==> config.mk <==
export PLATFORM = sky130hd
export DESIGN_NAME = pbw_engine
export DESIGN_NICKNAME = d
export VERILOG_FILES = /design/src/rtl/pbw_pkg.sv /design/src/rtl/pbw_latch.sv /design/src/rtl/pbw_sequencer.sv /design/src/rtl/pbw_engine.sv
export SDC_FILE = /design/constraint.sdc
export NUM_CORES = 1
export LEC_CHECK = 0
export CORE_MARGIN = 3
export CORE_UTILIZATION = 38
export CTS_BUF_LIST = sky130_fd_sc_hd__clkbuf_4 sky130_fd_sc_hd__clkbuf_8
export CTS_CLUSTER_SIZE = 40
export DETAILED_ROUTE_END_ITERATION = 16
export PLACE_DENSITY = 0.67
export SETUP_SLACK_MARGIN = 0.2
export SLEW_MARGIN = 20
export SYNTH_ARGS = -nofsm -noshare
export SYNTH_HDL_FRONTEND = slang
export SYNTH_SLANG_ARGS = --single-unit
export TNS_END_PERCENT = 5
==> constraint.sdc <==
create_clock -name clk -period 2.1 [get_ports clk]
set_input_delay 0.315 -clock clk [delete_from_list [all_inputs] [get_ports clk]]
set_output_delay 0.315 -clock clk [all_outputs]
set_load 0.01 [all_outputs]
==> src/rtl/pbw_pkg.sv <==
package pbw_pkg;
  typedef enum logic [1:0] {
    PH_IDLE = 2'd0,
    PH_PROG = 2'd1,
    PH_SCAN = 2'd2,
    PH_DONE = 2'd3
  } phase_t;
endpackage

==> src/rtl/pbw_latch.sv <==
module pbw_latch #(
  parameter int ADDR_W     = 9,
  parameter int DATA_W     = 8,
  parameter int PAGE_BYTES = 16,
  localparam int OFF_W     = $clog2(PAGE_BYTES),
  localparam int PAGE_W    = ADDR_W - OFF_W
) (
  input  logic                  clk,
  input  logic                  rst,
  input  logic                  ld_valid,
  input  logic [ADDR_W-1:0]     ld_addr,
  input  logic [DATA_W-1:0]     ld_data,
  input  logic                  wr_lock,
  input  logic                  abort,
  input  logic                  hold,
  input  logic                  clear,
  input  logic                  rd_en,
  input  logic [OFF_W-1:0]      rd_idx,
  output logic [PAGE_BYTES-1:0] slot_valid,
  output logic                  any_loaded,
  output logic [PAGE_W-1:0]     page_base,
  output logic [DATA_W-1:0]     rd_data
);
  logic [DATA_W-1:0] store [PAGE_BYTES];
  logic [OFF_W-1:0]  next_off;
  logic              top_half;
  logic [OFF_W-1:0]  wr_off;
  logic              accept;

  // Page of the transaction: from the first accepted byte, else from the offered address
  assign top_half = any_loaded ? page_base[PAGE_W-1] : ld_addr[ADDR_W-1];
  assign wr_off   = any_loaded ? next_off : ld_addr[OFF_W-1:0];
  assign accept   = ld_valid && !hold && !abort && !(wr_lock && top_half);

  // Data store: no reset, one write port, registered read port
  always_ff @(posedge clk) begin
    if (accept) store[wr_off] <= ld_data;
  end

  always_ff @(posedge clk) begin
    if (rd_en) rd_data <= store[rd_idx];
  end

  // Bookkeeping of loaded slots and the page counter
  always_ff @(posedge clk) begin
    if (rst) begin
      slot_valid <= '0;
      any_loaded <= 1'b0;
      page_base  <= '0;
      next_off   <= '0;
    end else if (clear || (abort && !hold)) begin
      slot_valid <= '0;
      any_loaded <= 1'b0;
      next_off   <= '0;
    end else if (accept) begin
      slot_valid[wr_off] <= 1'b1;
      next_off           <= wr_off + OFF_W'(1);
      any_loaded         <= 1'b1;
      if (!any_loaded) page_base <= ld_addr[ADDR_W-1:OFF_W];
    end
  end
endmodule

==> src/rtl/pbw_sequencer.sv <==
module pbw_sequencer
  import pbw_pkg::*;
#(
  parameter int PAGE_BYTES   = 16,
  parameter int WRITE_CYCLES = 8,
  localparam int OFF_W       = $clog2(PAGE_BYTES),
  localparam int TMR_W       = $clog2(WRITE_CYCLES + 1)
) (
  input  logic                  clk,
  input  logic                  rst,
  input  logic                  commit,
  input  logic                  any_loaded,
  input  logic [PAGE_BYTES-1:0] slot_valid,
  output logic                  busy,
  output logic                  scan_en,
  output logic [OFF_W-1:0]      scan_idx,
  output logic                  clear,
  output logic                  we,
  output logic [OFF_W-1:0]      we_off
);
  localparam logic [OFF_W-1:0] LAST_SLOT = OFF_W'(PAGE_BYTES - 1);
  localparam logic [TMR_W-1:0] LAST_TICK = TMR_W'(WRITE_CYCLES - 1);

  phase_t           phase;
  logic [TMR_W-1:0] tmr;

  assign scan_en = (phase == PH_SCAN);
  assign clear   = (phase == PH_DONE);

  always_ff @(posedge clk) begin
    if (rst) begin
      phase    <= PH_IDLE;
      busy     <= 1'b0;
      tmr      <= '0;
      scan_idx <= '0;
      we       <= 1'b0;
      we_off   <= '0;
    end else begin
      we <= 1'b0;
      case (phase)
        PH_IDLE: begin
          if (commit && any_loaded) begin
            phase <= PH_PROG;
            busy  <= 1'b1;
            tmr   <= '0;
          end
        end
        PH_PROG: begin
          if (tmr == LAST_TICK) begin
            phase    <= PH_SCAN;
            scan_idx <= '0;
          end else begin
            tmr <= tmr + TMR_W'(1);
          end
        end
        PH_SCAN: begin
          we       <= slot_valid[scan_idx];
          we_off   <= scan_idx;
          scan_idx <= scan_idx + OFF_W'(1);
          if (scan_idx == LAST_SLOT) phase <= PH_DONE;
        end
        PH_DONE: begin
          busy  <= 1'b0;
          phase <= PH_IDLE;
        end
        default: phase <= PH_IDLE;
      endcase
    end
  end
endmodule

==> src/rtl/pbw_engine.sv <==
module pbw_engine #(
  parameter int ADDR_W       = 9,
  parameter int DATA_W       = 8,
  parameter int PAGE_BYTES   = 16,
  parameter int WRITE_CYCLES = 8
) (
  input  logic              clk,
  input  logic              rst,
  input  logic              ld_valid_i,
  input  logic [ADDR_W-1:0] ld_addr_i,
  input  logic [DATA_W-1:0] ld_data_i,
  input  logic              wr_lock_i,
  input  logic              commit_i,
  input  logic              abort_i,
  output logic              busy_o,
  output logic              mem_we_o,
  output logic [ADDR_W-1:0] mem_addr_o,
  output logic [DATA_W-1:0] mem_wdata_o
);
  localparam int OFF_W  = $clog2(PAGE_BYTES);
  localparam int PAGE_W = ADDR_W - OFF_W;

  logic [PAGE_BYTES-1:0] slot_valid;
  logic                  any_loaded;
  logic [PAGE_W-1:0]     page_base;
  logic                  scan_en;
  logic [OFF_W-1:0]      scan_idx;
  logic                  clear;
  logic [OFF_W-1:0]      we_off;

  pbw_latch #(
    .ADDR_W(ADDR_W), .DATA_W(DATA_W), .PAGE_BYTES(PAGE_BYTES)
  ) u_latch (
    .clk(clk), .rst(rst),
    .ld_valid(ld_valid_i), .ld_addr(ld_addr_i), .ld_data(ld_data_i),
    .wr_lock(wr_lock_i), .abort(abort_i), .hold(busy_o), .clear(clear),
    .rd_en(scan_en), .rd_idx(scan_idx),
    .slot_valid(slot_valid), .any_loaded(any_loaded),
    .page_base(page_base), .rd_data(mem_wdata_o)
  );

  pbw_sequencer #(
    .PAGE_BYTES(PAGE_BYTES), .WRITE_CYCLES(WRITE_CYCLES)
  ) u_seq (
    .clk(clk), .rst(rst),
    .commit(commit_i), .any_loaded(any_loaded), .slot_valid(slot_valid),
    .busy(busy_o), .scan_en(scan_en), .scan_idx(scan_idx), .clear(clear),
    .we(mem_we_o), .we_off(we_off)
  );

  // Page bits are held stable for the whole busy window
  assign mem_addr_o = {page_base, we_off};
endmodule

## Word level (Yosys, flattened, before mapping)

Memories as Yosys holds them, arrays and structs flattened. A register that Yosys moved wholly into a read port is not among the register bits.
Index checks and enable logic that the tools add are counted.

| operators by class | value |
|---|---|
| add/subtract/negate cells | 3 |
| order comparisons | 3 |
| eq/ne operators | 9 |
| mux-type cells | 19 |
| bitwise gates (word level) | 4 |
| reduce and logical (&&, ||, !) cells | 22 |

Operators with widths:

| operator | count |
|---|---|
| two-way mux 4 bit | 4 |
| bitwise OR 16 bit | 1 |
| one-hot mux 4 bit (2 select lines) | 2 |
| adder 4 x 1 -> 4 bit (second input constant) | 3 |
| < comparator 4 x 5 -> 1 bit (second input constant) | 2 |
| AND reduction 3 bit | 3 |
| one-hot mux 2 bit (4 select lines) | 1 |
| logical AND 1 bit | 7 |
| two-way mux 1 bit | 6 |
| two-way mux 2 bit | 3 |
| != test 2 x 1 -> 1 bit (second input constant) | 3 |
| nonzero test 2 bit | 3 |
| binary-select mux 1 bit (select 4 bit) | 1 |
| demux 1 bit (select 4 bit) | 1 |
| == test 2 bit (second input constant) | 2 |
| == test 4 x 3 -> 1 bit (second input constant) | 1 |
| == test 4 bit (second input constant) | 1 |
| greater-or-equal comparator 4 x 1 -> 1 bit (second input constant) | 1 |
| AND reduction 2 bit | 2 |
| OR reduction 2 bit | 2 |
| logical NOT 1 bit | 3 |
| NOT 1 bit | 3 |
| == test 2 x 1 -> 1 bit (second input constant) | 1 |
| logical NOT 2 bit | 1 |
| other kinds (3) | 3 |

| storage, ports and cells | value |
|---|---|
| register bits | 42 |
| RAM bits | 128 |
| input port bits | 23 |
| output and inout port bits | 19 |
| logic and storage cells | 71 |
| memories kept | 1 |

Memory list:

| name | words | bits a word | rd ports | clocked after Yosys merged registers in | wr ports | line | text |
|---|---|---|---|---|---|---|---|
| u_latch.store | 16 | 8 | 1 | 1 | 1 | pbw_latch.sv:24 | `logic [DATA_W-1:0] store [PAGE_BYTES];` |

## Depth between registers and ports, before layout

Gate-level depths: netlist (run 1).

| logic depth | value |
|---|---|
| depth in word-level cells | 6 |
| depth in mapped cells | 8 |
| gate-level depth less buffers | 7 |

## Modules after synthesis

A second synthesis (run 1) with hierarchy kept.

| unflattened totals | value |
|---|---|
| cells, all modules | 398 |
| area, all modules | 7272.0 um^2 |

By module, submodules not included:

| module | times used | cells each | area each (um^2) |
|---|---|---|---|
| pbw_latch | 1 | 293 | 6271.0 |
| pbw_sequencer | 1 | 105 | 1001.0 |

## Worst setup path after synthesis (run 1)

OpenSTA, ideal clock, no wires.

| timing | value |
|---|---|
| path kind | register to register |
| start point | reg u_seq.busy |
| end point | mem u_latch.store[0][0], enable pin |
| data arrival time | 1.545 ns |
| required time | 1.764 ns |
| slack | 0.219 ns |
| stages on the path, launching flop included | 5 |
| buffers on the path | 1 |
| cell sequence | dfxtp_1 or3b_1 a21oi_1 clkbuf_1 and3_1 |

| on the way | value |
|---|---|
| word-level cells in the longest chain between the ends | 6 |

Ends and longest elaborated chain:

| element | line | text |
|---|---|---|
| from (decl) | pbw_sequencer.sv:14 | `output logic busy,` |
| from (signal assigned) | pbw_sequencer.sv:33 | `busy <= 1'b0;` |
| from (signal assigned) | pbw_sequencer.sv:44 | `busy <= 1'b1;` |
| from (signal assigned) | pbw_sequencer.sv:63 | `busy <= 1'b0;` |
| logical NOT 1 bit | pbw_latch.sv:33 | `assign accept = ld_valid && !hold && !abort && !(wr_lock && top_half);` |
| logical AND 1 bit (3 in series) | pbw_latch.sv:33 |  |
| two-way mux 1 bit | pbw_latch.sv:37 | `if (accept) store[wr_off] <= ld_data;` |
| two-way mux 1 bit (implied by the code) | pbw_latch.sv:37 |  |
| to (decl) | pbw_latch.sv:24 |  |

Every way passes these cells.

==> flow_summary.html, run 1 <==
<table>
<tr><th>Metric</th><th>Value</th></tr>
<tr><th colspan="2">Run status</th></tr>
<tr><td>Result of the run</td><td>complete, no violations</td></tr>
<tr><th colspan="2">Finish</th></tr>
<tr><td>Number of antenna repair diodes</td><td>0</td></tr>
<tr><td>Area growth syn-to-layout</td><td>23.2%</td></tr>
<tr><td>Commonest cells after routing, fill and taps aside</td><td>sky130_fd_sc_hd__edfxtp_1, sky130_fd_sc_hd__clkdlybuf4s50_1, sky130_fd_sc_hd__dfxtp_1, sky130_fd_sc_hd__mux4_2</td></tr>
<tr><td>Most common library cell in the layout ignoring fill and taps</td><td>sky130_fd_sc_hd__edfxtp_1</td></tr>
<tr><td>Net count, final</td><td>~540</td></tr>
<tr><td>Share of cells above drive strength 1</td><td>0.246</td></tr>
<tr><td>Final std cells w/o fill</td><td>749</td></tr>
<tr><th colspan="2">Timing</th></tr>
<tr><td>Min Clock Period, post-route</td><td>1.91 ns</td></tr>
<tr><td>Worst max-slew margin expressed relative to the limit</td><td>0.578</td></tr>
<tr><td>Final setup violation count</td><td>0</td></tr>
<tr><td>Post-Route Setup TNS</td><td>0 ns</td></tr>
<tr><td>Final hold violation count</td><td>0</td></tr>
<tr><td>Achievable Freq</td><td>0.524 GHz</td></tr>
<tr><td>Max-slew violations</td><td>0</td></tr>
<tr><td>Final setup skew</td><td>0.00908 ns</td></tr>
<tr><td>Crit share post-route</td><td>0.908</td></tr>
<tr><td>Worst hold margin</td><td>roughly 0.46 ns</td></tr>
<tr><td>RSZ-0062 raised after global routing</td><td>true</td></tr>
<tr><td>Worst-Margin Slew</td><td>between 0.6 and 0.7 ns</td></tr>
<tr><th colspan="2">Critical path</th></tr>
<tr><td>Total buffers and inverters traversed by the critical path</td><td>2</td></tr>
<tr><td>Worst EP required</td><td>2.31 ns</td></tr>
<tr><td>Data arrival time at the worst-slack endpoint</td><td>2.12 ns</td></tr>
<tr><td>Largest delay contributor family on the critical path</td><td>multiplexers</td></tr>
<tr><td>Sort of element at the end of the critical path</td><td>flop</td></tr>
<tr><td>CP Cell Sequence</td><td>buf_12 -&gt; buf_6 -&gt; mux4_2 -&gt; mux2i_1 -&gt; a21oi_1</td></tr>
<tr><td>Startpoint class of the critical path</td><td>flop</td></tr>
<tr><td>Largest fanout of any net on the critical path</td><td>9</td></tr>
<tr><td>Crit path largest cell delay</td><td>0.52 ns</td></tr>
<tr><td>Slowest cell on the critical path</td><td>sky130_fd_sc_hd__mux4_2</td></tr>
<tr><td>Category of the most critical setup path</td><td>reg -&gt; reg</td></tr>
<tr><th colspan="2">Floorplanning</th></tr>
<tr><td>Number of placement rows</td><td>49</td></tr>
<tr><td>Core Area</td><td>between 15000 and 20000 sq um</td></tr>
<tr><td>X dimension of the die</td><td>144 um</td></tr>
<tr><td>Chip Height</td><td>around 140 um</td></tr>
<tr><td>Effective utilization at floorplan</td><td>0.395</td></tr>
<tr><td>Boundary Pins</td><td>42</td></tr>
<tr><td>Total die area</td><td>20700 sq um</td></tr>
<tr><th colspan="2">Placed design</th></tr>
<tr><td>Count of buffers from port buffering</td><td>41</td></tr>
<tr><td>Detailed-placement wirelength estimate</td><td>9610 um</td></tr>
<tr><td>Placed insts</td><td>714</td></tr>
<tr><td>Weighted congestion reported at the end of routability-driven placement</td><td>0.729</td></tr>
<tr><th colspan="2">Synth</th></tr>
<tr><td>Register bit count reported by yosys</td><td>about 180</td></tr>
<tr><td>Yosys warning total</td><td>0</td></tr>
<tr><td>Syn_area_per_cell</td><td>between 15 and 20 sq um</td></tr>
<tr><td>Sequential fraction of the synthesis area</td><td>0.680</td></tr>
<tr><td>Number of library cell types mapped by synthesis</td><td>46</td></tr>
<tr><td>Share of async-settable or async-resettable flops after synthesis</td><td>0</td></tr>
<tr><td>Leading register cell type out of synthesis</td><td>sky130_fd_sc_hd__edfxtp_1</td></tr>
<tr><td>Total nets after synthesis</td><td>462</td></tr>
<tr><td>Synth top area cells</td><td>sky130_fd_sc_hd__edfxtp_1, sky130_fd_sc_hd__dfxtp_1, sky130_fd_sc_hd__mux4_2, sky130_fd_sc_hd__mux2i_1, sky130_fd_sc_hd__ha_1</td></tr>
<tr><td>Library cell with the largest summed area after synthesis</td><td>sky130_fd_sc_hd__edfxtp_1</td></tr>
<tr><td>Post-synthesis cell area</td><td>around 7200 sq um</td></tr>
<tr><td>Post-Synthesis Cells</td><td>427</td></tr>
<tr><td>Number of flops mapped to enable cells by yosys</td><td>about 140</td></tr>
<tr><td>Fraction of post-synthesis cell area in the top cell type by area</td><td>0.564</td></tr>
<tr><th colspan="2">Global route</th></tr>
<tr><td>Pin count of the biggest net entering global routing</td><td>23</td></tr>
<tr><td>Final global-route overflow total</td><td>0</td></tr>
<tr><td>GRT Resource Usage Total</td><td>0.150</td></tr>
<tr><td>Global-route wire length before repair</td><td>approximately 23000 um</td></tr>
<tr><td>Initial antenna violation count</td><td>0</td></tr>
<tr><td>Number of global-route vias before repair</td><td>slightly above 4000</td></tr>
<tr><th colspan="2">Drt</th></tr>
<tr><td>Post-route antenna net violation count</td><td>0</td></tr>
<tr><td>Vias</td><td>roughly 4000</td></tr>
<tr><td>WL per Instance</td><td>between 15 and 20 um</td></tr>
<tr><td>Routed via count divided by cell count</td><td>5.34</td></tr>
<tr><td>Initial detailed-routing violation count</td><td>roughly 280</td></tr>
<tr><td>Routed WL</td><td>14400 um</td></tr>
<tr><td>Pre-antenna DRT Iters</td><td>5</td></tr>
<tr><td>Detailed-route DRC error count</td><td>0</td></tr>
<tr><th colspan="2">Clocking</th></tr>
<tr><td>TritonCTS clock tree</td><td>yes</td></tr>
<tr><td>Level count of the clock H-tree</td><td>4</td></tr>
<tr><td>Count of hold-fix buffers inserted at cts</td><td>0</td></tr>
<tr><td>Maximum clock path buffer count</td><td>2</td></tr>
<tr><td>Clk sink count</td><td>approximately 180</td></tr>
<tr><td>CTS buffer count</td><td>17</td></tr>
<tr><td>Worst-path clk slew</td><td>0.10 ns</td></tr>
<tr><td>Clock latency on the worst-skew pair</td><td>~0.46 ns</td></tr>
<tr><td>Root buf cell</td><td>sky130_fd_sc_hd__clkbuf_8</td></tr>
<tr><th colspan="2">Worst hold path</th></tr>
<tr><td>Class of the tightest hold or removal check</td><td>in -&gt; reg</td></tr>
<tr><th colspan="2">Power</th></tr>
<tr><td>Maximum vdd ir drop</td><td>418 uV</td></tr>
<tr><td>PwrDens</td><td>809 nW/um^2</td></tr>
<tr><td>Leak Pwr</td><td>2.93 nW</td></tr>
<tr><th colspan="2">Run</th></tr>
<tr><td>Count of maximum capacitance violations</td><td>0</td></tr>
</table>
through the flow:
step	instance area, sq um	worst slack [ns]	utilization	total power [mW]
6_report	8920	0.193	0.487	7.22
2_1_floorplan	7240	0.219	-	4.36
3_5_place_dp	8350	-0.0647	0.455	4.62
5_1_grt	8920	0.157	0.487	7.51
4_1_cts	8900	0.170	0.486	7.29
3_3_place_gp	8350	-0.0749	0.455	4.60
registers in the layout (all words and copies together) (netlist names):
register            cells
u_latch.rd_data         8
u_latch.slot_valid     16
u_latch.page_base       5
u_seq.scan_idx          4
u_seq.phase             2
u_seq.we_off            4
u_seq.busy              1
u_latch.any_loaded      1
u_latch.store         128
u_seq.tmr               4
u_seq.we                1
u_latch.next_off        4
timing repair:
item	in CTS	in global routing
cloned	1	0
resized for setup	7	6
hold endpoints to repair	0	0
endpoints found under the setup margin	9	10
setup buffers	2	0
where the power goes:
group          switching [mW]  internal (mW)
clock network            1.38           1.27
logic                   0.356          0.348
registers              0.0357           3.84
total                    1.77           5.45
synthesized netlist by cell type (all sizes together) (2+ instances only):
master and instances:
dfxtp 42, nand3 4, o21a 18, mux2 2, o32ai 2, edfxtp 136, or3b 2, nor2b 11
ha 12, and2 2, nor3 3, inv 9, mux4 37, nand2b 2, nand2 10, nand4b 3
a2111oi 3, buf 13, a211oi 11, mux2i 26, a21bo 2, o22ai 2, and3 16, nand3b 2
clkbuf 9, nor2 19, a21oi 13, o21ai 2, a21boi 3
final cells by class:
class / count / area [sq um]
Fill cell: 1480 / 9410
Sequential cell: 178 / 4930
Multi-Input combinational cell: 218 / 2210
Timing Repair Buffer: 83 / 996
Tap cell: 229 / 287
Clock buffer: 17 / 234
Clock inverter: 15 / 234
Inverter: 9 / 33.8
worst reg2reg max path, cell delays in order (launching register included):
cell	delay [ns]
sky130_fd_sc_hd__dfxtp_4	0.42
sky130_fd_sc_hd__buf_12	0.13
sky130_fd_sc_hd__buf_6	0.17
sky130_fd_sc_hd__mux4_2	0.52
sky130_fd_sc_hd__mux2i_1	0.30
sky130_fd_sc_hd__a21oi_1	0.11
path summary, 6_finish.rpt:
kind                          from               endpoint  slack [ns]  cells past startpoint
max              u_seq.scan_idx[0]     u_latch.rd_data[1]        0.19                      5
min                   ld_addr_i[5]   u_latch.page_base[1]        0.46                      3
max reg2reg      u_seq.scan_idx[0]     u_latch.rd_data[1]        0.19                      5
min reg2reg  u_latch.slot_valid[3]  u_latch.slot_valid[3]        0.47                      1
cell families after synthesis:
| logic type | synth area share |
|---|---|
| flip-flops | 0.680 |
| AND/OR/NAND/NOR | 0.0567 |
| multiplexers | 0.155 |
| AO/OA/AOI/OAI | 0.0664 |
| buffers and inverters | 0.0200 |
| adder cells (fa/ha/maj) | 0.0207 |
| XOR/XNOR | 0.00121 |
routing by layer:
layer / global-route usage / vias to the layer above / routed length [um]
li1: - / 1850 / -
met1: 0.199 / 2038 / 6390
met2: 0.247 / 98 / 7280
met3: 0.0314 / 17 / 544
met4: 0.0486 / 0 / 195
met5: 0 / - / 0
No activity file was read; power rests on OpenSTA's default activity.
==> run 2: changes to the inputs <==
==> constraint.sdc (replaced) <==
create_clock -name clk -period 2.35 [get_ports clk]
set_input_delay 0.3525 -clock clk [delete_from_list [all_inputs] [get_ports clk]]
set_output_delay 0.3525 -clock clk [all_outputs]
set_load 0.01 [all_outputs]
==> flow_summary.html, run 2 (synthesis results as in run 1) <==
<table>
<tr><th>Metric</th><th>Value</th></tr>
<tr><th colspan="2">Run status</th></tr>
<tr><td>Result of the run</td><td>complete, no violations</td></tr>
<tr><th colspan="2">Critical path</th></tr>
<tr><td>Startpoint class of the critical path</td><td>flop</td></tr>
<tr><td>Sort of element at the end of the critical path</td><td>flop</td></tr>
<tr><td>Cell depth of the worst flop-to-flop path</td><td>4 (-1)</td></tr>
<tr><td>Beginning of the worst register-to-register path</td><td>u_seq.scan_idx[2]</td></tr>
<tr><td>Worst EP required</td><td>2.56 ns (+0.25 ns)</td></tr>
<tr><td>Data arrival time at the worst-slack endpoint</td><td>2.22 ns (+0.10 ns)</td></tr>
<tr><td>Largest fanout of any net on the critical path</td><td>12 (+3)</td></tr>
<tr><td>Category of the most critical setup path</td><td>reg -&gt; reg</td></tr>
<tr><td>Worst R2R Setup Slack</td><td>0.34 ns (+0.15 ns)</td></tr>
<tr><td>Capturing point of the worst reg2reg path</td><td>u_latch.rd_data[2]</td></tr>
<tr><th colspan="2">Drt</th></tr>
<tr><td>Routed via count divided by cell count</td><td>5.47 (+2.3%)</td></tr>
<tr><td>Pre-antenna DRT Iters</td><td>5 (unchanged)</td></tr>
<tr><td>Post-route antenna net violation count</td><td>0 (unchanged)</td></tr>
<tr><td>Routed WL</td><td>15500 um (+7.2%)</td></tr>
<tr><td>WL per Instance</td><td>20.6 um (+7.0%)</td></tr>
<tr><td>Initial detailed-routing violation count</td><td>391 (+40%)</td></tr>
<tr><td>Detailed-route DRC error count</td><td>0 (unchanged)</td></tr>
<tr><td>Vias</td><td>4108 (+2.6%)</td></tr>
<tr><th colspan="2">Floorplanning</th></tr>
<tr><td>Number of placement rows</td><td>49 (unchanged)</td></tr>
<tr><td>Effective utilization at floorplan</td><td>0.395 (unchanged)</td></tr>
<tr><td>Core Area</td><td>18300 sq um (unchanged)</td></tr>
<tr><td>Chip Height</td><td>144 um (unchanged)</td></tr>
<tr><td>Total die area</td><td>20700 sq um (unchanged)</td></tr>
<tr><td>Boundary Pins</td><td>42 (unchanged)</td></tr>
<tr><td>X dimension of the die</td><td>144 um (unchanged)</td></tr>
<tr><th colspan="2">Clocking</th></tr>
<tr><td>Worst-path clk slew</td><td>0.09 ns (about the same)</td></tr>
<tr><td>Maximum clock path buffer count</td><td>2 (unchanged)</td></tr>
<tr><td>Root buf cell</td><td>sky130_fd_sc_hd__clkbuf_8</td></tr>
<tr><td>Post-CTS Setup Inserts</td><td>0 (-2)</td></tr>
<tr><td>Clock latency on the worst-skew pair</td><td>0.46 ns (about the same)</td></tr>
<tr><td>Clk sink count</td><td>178 (unchanged)</td></tr>
<tr><td>TritonCTS clock tree</td><td>yes</td></tr>
<tr><td>Level count of the clock H-tree</td><td>4 (unchanged)</td></tr>
<tr><td>Count of hold-fix buffers inserted at cts</td><td>0 (unchanged)</td></tr>
<tr><td>CTS buffer count</td><td>17 (unchanged)</td></tr>
<tr><td>CTS resizes</td><td>0 (-7)</td></tr>
<tr><th colspan="2">Power</th></tr>
<tr><td>Pint</td><td>4.92 mW (-9.9%)</td></tr>
<tr><td>Combinational share of power</td><td>0.097 (about the same)</td></tr>
<tr><td>Net Sw Power</td><td>1.41 mW (-20%)</td></tr>
<tr><td>Switching share of power</td><td>0.222 (-0.0224)</td></tr>
<tr><td>PwrDens</td><td>725 nW/um^2 (-10%)</td></tr>
<tr><td>Maximum vdd ir drop</td><td>317 uV (-24%)</td></tr>
<tr><td>Leak Pwr</td><td>2.88 nW (-1.7%)</td></tr>
<tr><td>Power share of the sequential group</td><td>0.547 (+0.010)</td></tr>
<tr><td>Clock power share</td><td>0.357 (-0.009)</td></tr>
<tr><th colspan="2">Timing</th></tr>
<tr><td>Worst hold margin</td><td>0.473 ns (+0.0122 ns)</td></tr>
<tr><td>Achievable Freq</td><td>0.497 GHz (-5.2%)</td></tr>
<tr><td>Final hold violation count</td><td>0 (unchanged)</td></tr>
<tr><td>Final setup violation count</td><td>0 (unchanged)</td></tr>
<tr><td>Post-Route Setup TNS</td><td>0 ns (unchanged)</td></tr>
<tr><td>Min Clock Period, post-route</td><td>2.01 ns (+0.105 ns)</td></tr>
<tr><td>Worst-Margin Slew</td><td>0.674 ns (+0.0432 ns)</td></tr>
<tr><td>Worst max-slew margin expressed relative to the limit</td><td>0.549 (-0.0289)</td></tr>
<tr><td>Final setup skew</td><td>0.00872 ns (-0.000365 ns)</td></tr>
<tr><td>RSZ-0062 raised after global routing</td><td>false</td></tr>
<tr><td>Crit share post-route</td><td>0.856 (-0.0520)</td></tr>
<tr><td>Max-slew violations</td><td>0 (unchanged)</td></tr>
<tr><th colspan="2">Finish</th></tr>
<tr><td>Share of cells above drive strength 1</td><td>0.232 (-0.0144)</td></tr>
<tr><td>Area growth syn-to-layout</td><td>20.5%</td></tr>
<tr><td>Number of antenna repair diodes</td><td>0 (unchanged)</td></tr>
<tr><td>Largest registers</td><td>u_latch.store x128, u_latch.slot_valid x16, u_latch.rd_data x8</td></tr>
<tr><td>Net count, final</td><td>544 (+0.37%)</td></tr>
<tr><td>Most flop-heavy register</td><td>u_latch.store</td></tr>
<tr><td>Most common library cell in the layout ignoring fill and taps</td><td>sky130_fd_sc_hd__edfxtp_1</td></tr>
<tr><td>Max reg flops</td><td>128 (unchanged)</td></tr>
<tr><td>Commonest cells after routing, fill and taps aside</td><td>sky130_fd_sc_hd__edfxtp_1, sky130_fd_sc_hd__clkdlybuf4s50_1, sky130_fd_sc_hd__dfxtp_1, sky130_fd_sc_hd__mux4_2, sky130_fd_sc_hd__buf_4</td></tr>
<tr><th colspan="2">Placed design</th></tr>
<tr><td>Weighted congestion reported at the end of routability-driven placement</td><td>0.786 (+7.8%)</td></tr>
<tr><td>Count of buffers from port buffering</td><td>41 (unchanged)</td></tr>
<tr><td>Detailed-placement wirelength estimate</td><td>10400 um (+7.7%)</td></tr>
<tr><th colspan="2">Global route</th></tr>
<tr><td>Pin count of the biggest net entering global routing</td><td>41 (+78%)</td></tr>
<tr><td>Final global-route overflow total</td><td>0 (unchanged)</td></tr>
<tr><td>Number of global-route vias before repair</td><td>4155 (+2.1%)</td></tr>
<tr><td>GRT Resource Usage Total</td><td>0.158 (+0.00809)</td></tr>
<tr><td>Global-route wire length before repair</td><td>23900 um (+4.3%)</td></tr>
<tr><td>Initial antenna violation count</td><td>0 (unchanged)</td></tr>
<tr><th colspan="2">Worst hold path</th></tr>
<tr><td>Destination of the worst hold path</td><td>u_latch.slot_valid[7]</td></tr>
<tr><td>Launch point of the worst hold path</td><td>u_latch.slot_valid[7]</td></tr>
<tr><td>Class of the tightest hold or removal check</td><td>reg -&gt; reg</td></tr>
<tr><td>Number of cells on the worst hold path</td><td>1 (-2)</td></tr>
<tr><th colspan="2">Run</th></tr>
<tr><td>Count of maximum capacitance violations</td><td>0 (unchanged)</td></tr>
</table>
run 2: cell types whose count changed in the layout (fill, tap and decap cells not counted), sizes merged:
cell      previous run  this run
clkinv               3         5
bufinv               3         4
clkbuf              17        20
buf                 41        44
clkinvlp             1         2
inv                 17        10
bufbuf               1         0
run 2: final cells by class:
class	count	area, sq um
clock buffers	20	256
clock inverters	12	183
fillers	1487	9610
inverters	9	33.8
multi-input cells	218	2170
flip-flops and latches	178	4930
well taps	229	287
repair buffers	85	866
run 2: layer usage:
metal  GRT usage  part of all wire  vias up
li1            -                 -     1847
met1       0.205              0.42     2088
met2       0.253              0.50      144
met3      0.0354             0.050       29
met4      0.0723             0.029        0
met5           0                 0        -
run 2: power groups by stage:
stage / clock network [mW] / logic, mW / registers [mW]
after floorplan: 0 / 0.367 / 3.53
after global placement: 0 / 0.604 / 3.53
after detailed placement: 0 / 0.620 / 3.53
after CTS: 2.31 / 0.624 / 3.46
after global routing: 2.43 / 0.673 / 3.46
final: 2.25 / 0.612 / 3.46
run 2: how the worst max path moves through the flow:
stage | cells after the start | endpoint | startpoint
global placement | 6 | u_latch.store[11][6] | ld_valid_i
global route | 4 | u_latch.rd_data[2] | u_seq.scan_idx[2]
finish | 4 | u_latch.rd_data[2] | u_seq.scan_idx[2]
CTS | 4 | u_latch.rd_data[2] | u_seq.scan_idx[2]
floorplan | 4 | u_latch.store[0][0] | u_seq.busy
detailed placement | 6 | u_latch.store[7][2] | abort_i
run 2: worst max-delay path, cell delays in order, from the launching register on:
cell                       delay, ns
sky130_fd_sc_hd__dfxtp_1        0.76
sky130_fd_sc_hd__buf_4          0.28
sky130_fd_sc_hd__mux4_2         0.30
sky130_fd_sc_hd__a211oi_1       0.34
sky130_fd_sc_hd__a21oi_1        0.08
run 2: stage by stage:
step	power (mW)	instance area, sq um	util	instances	worst slack, ns
2_1_floorplan	3.90	7240	-	427	0.469
3_3_place_gp	4.13	8290	0.452	719	0.0486
5_1_grt	6.57	8730	0.476	751	0.256
3_5_place_dp	4.15	8290	0.452	719	0.0621
4_1_cts	6.39	8730	0.476	751	0.353
6_report	6.32	8730	0.476	751	0.338
==> run 3: changes to the inputs <==
--- a/config.mk
+++ b/config.mk
@@ -12,6 +12,7 @@
 export DETAILED_ROUTE_END_ITERATION = 16
 export PLACE_DENSITY = 0.67
 export SETUP_SLACK_MARGIN = 0.2
+export SKIP_LAST_GASP = 1
 export SLEW_MARGIN = 20
 export SYNTH_ARGS = -nofsm -noshare
 export SYNTH_HDL_FRONTEND = slang
==> results of run 3 <==
Final layout, timing and power as in run 2 (identical DEF).
